==> config.mk <==
export PLATFORM = sky130hd
export DESIGN_NAME = uart_rxbuf
export DESIGN_NICKNAME = d
export VERILOG_FILES = /design/src/rtl/uart_rxbuf_pkg.sv /design/src/rtl/rxbuf_datapath.sv /design/src/rtl/rxbuf_ctrl.sv /design/src/rtl/uart_rxbuf.sv
export SDC_FILE = /design/constraint.sdc
export NUM_CORES = 1
export LEC_CHECK = 0
export BUFFER_PORTS_ARGS = -buffer_cell sky130_fd_sc_hd__buf_2
export CELL_PAD_IN_SITES_DETAIL_PLACEMENT = 1
export CELL_PAD_IN_SITES_GLOBAL_PLACEMENT = 2
export CORE_MARGIN = 2
export CORE_UTILIZATION = 29
export DETAILED_ROUTE_END_ITERATION = 16
export HOLD_SLACK_MARGIN = 0.08
export PLACE_DENSITY = 0.81
export SLEW_MARGIN = 20
export SYNTH_ARGS = -nofsm -noshare
export SYNTH_HDL_FRONTEND = slang
export SYNTH_SLANG_ARGS = --single-unit
==> constraint.sdc <==
create_clock -name clk -period 1.8 [get_ports clk]
set_clock_uncertainty 0.05 [all_clocks]
set_input_delay 0.18 -clock clk [delete_from_list [all_inputs] [get_ports clk]]
set_output_delay 0.18 -clock clk [all_outputs]
set_load 0.02 [all_outputs]
==> src/rtl/uart_rxbuf_pkg.sv <==
package uart_rxbuf_pkg;
  localparam int FLAG_W = 3;
  localparam int FLAG_FE = 0;
  localparam int FLAG_PE = 1;
  localparam int FLAG_OE = 2;

  typedef struct packed {
    logic headFromIn;
    logic headFromTail;
    logic tailFromIn;
  } bufCtrl_t;
endpackage

==> src/rtl/rxbuf_datapath.sv <==
module rxbuf_datapath
  import uart_rxbuf_pkg::*;
#(
  parameter int DATA_W = 8
) (
  input  logic              clk,
  input  logic              rstN,
  input  bufCtrl_t          ctrl,
  input  logic [DATA_W-1:0] inData,
  input  logic              inFe,
  input  logic              inPe,
  output logic [DATA_W-1:0] headData,
  output logic              tailFe,
  output logic              tailPe
);
  logic [DATA_W-1:0] tailData;

  always_ff @(posedge clk) begin
    if (!rstN) begin
      headData <= '0;
      tailData <= '0;
      tailFe   <= 1'b0;
      tailPe   <= 1'b0;
    end else begin
      if (ctrl.headFromIn)        headData <= inData;
      else if (ctrl.headFromTail) headData <= tailData;
      if (ctrl.tailFromIn) begin
        tailData <= inData;
        tailFe   <= inFe;
        tailPe   <= inPe;
      end
    end
  end

  AST_HEAD_ONE_SRC: assert property (@(posedge clk) disable iff (!rstN)
    $onehot0({ctrl.headFromIn, ctrl.headFromTail}));

  AST_TAIL_HOLD: assert property (@(posedge clk) disable iff (!rstN)
    !ctrl.tailFromIn |=> $stable(tailData));
endmodule

==> src/rtl/rxbuf_ctrl.sv <==
module rxbuf_ctrl
  import uart_rxbuf_pkg::*;
(
  input  logic              clk,
  input  logic              rstN,
  input  logic              frameValid,
  input  logic              inFe,
  input  logic              inPe,
  input  logic              tailFe,
  input  logic              tailPe,
  input  logic              rdEn,
  input  logic              clrEn,
  input  logic [FLAG_W-1:0] clrMask,
  input  logic [FLAG_W-1:0] intEn,
  output bufCtrl_t          ctrl,
  output logic              rxValid,
  output logic [FLAG_W-1:0] errFlags,
  output logic              irq
);
  logic [1:0]        cnt, cntNext;
  logic              doRead, overrun;
  logic [FLAG_W-1:0] setMask, clrBits;

  assign doRead = rdEn && (cnt != 2'd0);

  always_comb begin
    ctrl    = '0;
    cntNext = cnt;
    overrun = 1'b0;
    unique case (cnt)
      2'd0: if (frameValid) begin
        ctrl.headFromIn = 1'b1;
        cntNext         = 2'd1;
      end
      2'd1: begin
        if (frameValid && doRead)  ctrl.headFromIn = 1'b1;
        else if (frameValid) begin
          ctrl.tailFromIn = 1'b1;
          cntNext         = 2'd2;
        end else if (doRead)       cntNext = 2'd0;
      end
      default: begin
        if (doRead) begin
          ctrl.headFromTail = 1'b1;
          ctrl.tailFromIn   = frameValid;
          cntNext           = frameValid ? 2'd2 : 2'd1;
        end else if (frameValid) begin
          overrun = 1'b1;
        end
      end
    endcase
  end

  always_comb begin
    setMask          = '0;
    setMask[FLAG_OE] = overrun;
    if (ctrl.headFromIn) begin
      setMask[FLAG_FE] = inFe;
      setMask[FLAG_PE] = inPe;
    end else if (ctrl.headFromTail) begin
      setMask[FLAG_FE] = tailFe;
      setMask[FLAG_PE] = tailPe;
    end
  end

  assign clrBits = clrEn ? clrMask : '0;

  always_ff @(posedge clk) begin
    if (!rstN) begin
      cnt      <= 2'd0;
      errFlags <= '0;
    end else begin
      cnt      <= cntNext;
      errFlags <= (errFlags & ~clrBits) | setMask;
    end
  end

  assign rxValid = (cnt != 2'd0);
  assign irq     = |(errFlags & intEn);

  AST_CNT_RANGE: assert property (@(posedge clk) disable iff (!rstN)
    cnt <= 2'd2);

  AST_OVR_FLAG: assert property (@(posedge clk) disable iff (!rstN)
    (frameValid && cnt == 2'd2 && !rdEn) |=> (errFlags[FLAG_OE] && cnt == 2'd2));

  AST_EMPTY_READ: assert property (@(posedge clk) disable iff (!rstN)
    (rdEn && cnt == 2'd0 && !frameValid && !clrEn) |=> (cnt == 2'd0 && $stable(errFlags)));

  AST_CLR_OE: assert property (@(posedge clk) disable iff (!rstN)
    (clrEn && clrMask[FLAG_OE] && !(frameValid && cnt == 2'd2 && !rdEn)) |=> !errFlags[FLAG_OE]);
endmodule

==> src/rtl/uart_rxbuf.sv <==
module uart_rxbuf
  import uart_rxbuf_pkg::*;
#(
  parameter int DATA_W = 8
) (
  input  logic              clk,
  input  logic              rstN,
  input  logic              frameValid,
  input  logic [DATA_W-1:0] frameData,
  input  logic              frameStop,
  input  logic              frameParityOk,
  input  logic              rdEn,
  input  logic              clrEn,
  input  logic [2:0]        clrMask,
  input  logic [2:0]        intEn,
  output logic [DATA_W-1:0] rxData,
  output logic              rxValid,
  output logic [2:0]        errFlags,
  output logic              irq
);
  bufCtrl_t ctrl;
  logic     inFe, inPe, tailFe, tailPe;

  assign inFe = ~frameStop;
  assign inPe = ~frameParityOk;

  rxbuf_ctrl uCtrl (
    .clk(clk), .rstN(rstN), .frameValid(frameValid),
    .inFe(inFe), .inPe(inPe), .tailFe(tailFe), .tailPe(tailPe),
    .rdEn(rdEn), .clrEn(clrEn), .clrMask(clrMask), .intEn(intEn),
    .ctrl(ctrl), .rxValid(rxValid), .errFlags(errFlags), .irq(irq)
  );

  rxbuf_datapath #(.DATA_W(DATA_W)) uData (
    .clk(clk), .rstN(rstN), .ctrl(ctrl),
    .inData(frameData), .inFe(inFe), .inPe(inPe),
    .headData(rxData), .tailFe(tailFe), .tailPe(tailPe)
  );
endmodule

Word-level counts from Yosys, hierarchy flattened
Index checks and enable logic that the tools add are counted.
Widths: inputs -> output; s select.
{ "word_totals": {"ramBits": 0, "n_memories": 0, "elab_cells": 46, "rom_bits": 0, "out_inout_bits": 13, "ff_bits": 23, "latch_bits": 0} }
{ "classes": {"order_cmp": 0, "addsub": 0, "n_mux": 21, "eq_ne": 4, "shifts": 0, "n_div": 0, "mul": 0, "bitwise": 6, "reduce_logical": 9} }
{ "ops": {"columns": ["op", "count"], "rows": [
  ["$mux 2", 9],
  ["$mux 8", 2],
  ["$and 3x3->3", 2],
  ["$mux 1", 6],
  ["$ne 2x2->1 const B", 2],
  ["$pmux 1 s2", 2],
  ["$pmux 2 s2", 1],
  ["$reduce_and 4->1", 1],
  ["$reduce_bool 2->1", 2],
  ["$mux 3", 1],
  ["$ne 3x2->1 const B", 1],
  ["$not 3->3", 1],
  ["$or 3x3->3", 1],
  ["$reduce_bool 3->1", 1],
  ["$reduce_or 3->1", 1],
  ["$eq 2x1->1 const B", 1],
  ["$logic_and 1x1->1", 2],
  ["$logic_not 2->1", 1],
  ["$not 1->1", 2],
  ["$reduce_or 2->1", 1]
]} }

Depth between registers and ports, before layout
{ "logic_depth": {"word_depth": 7, "mapped_depth": 6, "depth_no_buf": 3} }

Cells and area by module
A second synthesis with hierarchy kept.
{ "unflattened": {"hier_cells": 101, "area_unflattened_um2": 1098.6} }
{ "by_module_without_submodules": {"columns": ["mod", "area_each_um2", "instances", "cells_per_inst"], "rows": [
  ["rxbuf_datapath", 812.0, 1, 66],
  ["rxbuf_ctrl", 279.0, 1, 33],
  ["uart_rxbuf", 7.5, 1, 2]
]} }

Worst setup path after synthesis
No wires, ideal clock.
{ "synth_path": {"kind": "flip-flop to flip-flop", "startpoint": "register uCtrl.cnt[0]", "endpoint": "register uData.tailData[0]", "synth_period_minus_slack_ns": 1.312, "path_slack_ns": 0.488, "arrival_time_ns": 1.191, "stages_incl_launch_ff": 5, "cell_sequence": "dfxtp_1 or3b_1 a21oi_2 buf_6 mux2i_1"} }
{ "synth_between": {"elab_chain_cells": 5, "elab_cells_between_ends": 8, "cone_classes": "eq/ne: 1; mux: 3; reduce/logical: 4"} }
{ "synth_rtl": {"columns": ["item", "line", "source"], "rows": [
  ["start: declaration", "rxbuf_ctrl.sv:20", "logic [1:0] cnt, cntNext;"],
  ["start signal: assignment", "rxbuf_ctrl.sv:73", "cnt <= cntNext;"],
  ["$reduce_bool 2->1", "rxbuf_ctrl.sv:24", "assign doRead = rdEn && (cnt != 2'd0);"],
  ["$logic_and 1x1->1", "rxbuf_ctrl.sv:24", null],
  ["$logic_and 1x1->1", "rxbuf_ctrl.sv:36", "if (frameValid && doRead) ctrl.headFromIn = 1'b1;"],
  ["$mux 1", "rxbuf_ctrl.sv:36", null],
  ["$pmux 1 s2 *", "rxbuf_ctrl.sv:30", "unique case (cnt)"],
  ["end signal: assignment", "rxbuf_datapath.sv:28", "tailData <= inData;"],
  ["end: declaration", "rxbuf_datapath.sv:16", "logic [DATA_W-1:0] tailData;"]
]} }
Every way passes the cells marked *; elsewhere a longest branch is shown, timed or not.
A chain may end at the register's enable or synchronous reset.

Worst setup path in the final report
{ "layout_path": {"startpoint": "register uCtrl.cnt[0]", "endpoint": "register uData.tailData[5]"} }
Same word-level chain as after synthesis.

==> reports/qor.csv <==
metric;value;unit
die-area;4510;um^2
first_iter_violations;28;
holdBufCountCts;0;
synth_seq_cells;23;
port_buffers;33;
clockPowerShare;29.4;%
synth_area;1160;um^2
p_comb_share;20.3;%
cts-root-buf;clkbuf_8;
vias_per_cell;5.02;
finish.utilization;37.1;%
irDropWorstVdd;0.000212;V
synth_edf_count;0;
wirelength;3020;um
async_flop_share;0;%
rows;22;
synth_warnings;0;
synth_nets;151;
p_leak;0.559;nW
grt_pass1_vias;1021;
io_pins;34;
cts_tree;built;
cts_max_level;1;
cts-resized-gates;0;
path_max_fanout;10;
die_h;67.1;um
cp.required;1.94;ns
p_sw_share;29.0;%
vias;1045;
period_needed;1.54;ns
cts_setup_buffers;0;
clock_sinks;23;
layout_worst_path_cycle_share;85.6;%
max_slew.worst_pin.slew;0.550;ns
status;finished clean;
antenna_cells;0;
syn_area_per_cell;8.89;um^2
rsz0062_at_grt;no;
switching_power;322;uW
grt_pass1_wl;4820;um
whs;0.122;ns
critPathKind;reg -> reg;
gp_congestion;0.791;
floorplan.die.width;67.1;um
core_area;3740;um^2
drt-wirelength-per-cell;14.5;um
maxCapViolCount;0;
dp_hpwl;2400;um
n_fill_cell;483;
drc_errors;0;
finalNetCount;182;
setup-tns-final;0;ns
cts.clk_slew.worst_paths;0.08;ns
drive_gt1_share;32.5;%
drv_slew;0;
antenna_left;0;
min-delay-path-class;in -> reg;
final_cell_mix;buf_2 (33), nand2_1 (25), dfxtp_1 (23), a21oi_1 (10);
cts-buffers-inserted;3;
clock_latency;0.27;ns
area_growth;20.0;%
start_util;30.9;%
synth.yosys.seq_area_share;39.8;%
cp-start-kind;register;
grt_overflow;0;
layout_commonest_cell;buf_2;
arrival;1.68;ns
clockBufferDepth;2;
min_path_cells;3;
pwr_density_cell;799;nW/um^2
setup_viol;0;
p_int;788;uW
synthFlopType;dfxtp_1;
critPathCaptureType;register;
maxSlewHeadroom;63.3;%
hold_viol;0;
antenna_found_initial;0;
grt_usage;14.1;%
worst_r2r_path_depth;4;
first_pass_iters;4;
fmax;649;MHz
synth.distinct_cells;30;
syn_inst;130;
grt_max_degree;20;
seq_power_share;50.3;%
power by group through the flow:
stage	Combinational (mW)	Sequential, mW	Clock [mW]
3_3_place_gp	0.221	0.568	0
3_5_place_dp	0.228	0.570	0
6_report	0.225	0.558	0.326
5_1_grt	0.248	0.562	0.354
2_1_floorplan	0.136	0.589	0
4_1_cts	0.228	0.558	0.336
logic make-up (layout without fill, tap and decap cells):
logic type	after synthesis	after routing	share of synthesized area (%)
AOI/OAI and AO/OA	37	37	26.7
buffers and inverters	15	45	7.25
muxes	8	8	6.93
and+or+nand+nor	47	47	19.3
DFF	23	23	39.8
final cells by class:
cell class / instances / area (um^2) / share of cell area [%]
clock buffers: 4 / 45.0 / 3.25
inverters: 4 / 15.0 / 1.08
multi-input cells: 92 / 612 / 44.1
flip-flops and latches: 23 / 460 / 33.2
well taps: 48 / 60.1 / 4.33
repair buffers: 37 / 195 / 14.1
synth_stat cells, types with 4 or more instances:
cell	n	area share, %
a311oi_2	8	10
dfxtp_1	23	40
a21oi_1	10	4.3
nand2_1	25	8.1
nand3_1	8	3.5
mux2i_1	8	6.9
o21ai_0	6	2.6
buf_2	4	1.7
inv_1	4	1.3
metrics by stage:
stage | cells | power, mW | cell area (um^2) | worst slack (ns)
3_5_place_dp | 204 | 0.797 | 1340 | 0.282
6_report | 208 | 1.11 | 1390 | 0.260
3_3_place_gp | 204 | 0.789 | 1340 | 0.344
5_1_grt | 208 | 1.16 | 1390 | 0.147
4_1_cts | 208 | 1.12 | 1390 | 0.259
2_1_floorplan | 130 | 0.725 | 1160 | 0.488
per-layer routing:
metal	GRT usage (%)	wire [um]	up-vias
met3	1.83	117	5
li1	-	-	524
met4	5.36	43	0
met2	22.6	1350	18
met5	0	0	-
met1	19.2	1520	498
worst max-delay path: stages (launching register included):
cell and delay [ns]:
dfxtp_1 0.42, or3b_1 0.42, a21oi_2 0.15, buf_4 0.21, mux2i_1 0.21
path summary, 6_finish.rpt:
| check | to | slack [ns] | start |
|---|---|---|---|
| setup / recovery | uData.tailData[5] | 0.26 | uCtrl.cnt[0] |
| hold / removal | uData.tailData[7] | 0.12 | frameData[7] |
| setup reg to reg | uData.tailData[5] | 0.26 | uCtrl.cnt[0] |
| hold reg to reg | uData.tailData[3] | 0.42 | uData.tailData[3] |
registers in the layout, summed over array words and instances, names as in the netlist:
register and count:
uData.headData 8, uData.tailData 8, uCtrl.errFlags 3, uCtrl.cnt 2, uData.tailFe 1, uData.tailPe 1
(Power assumes the default switching activity.)
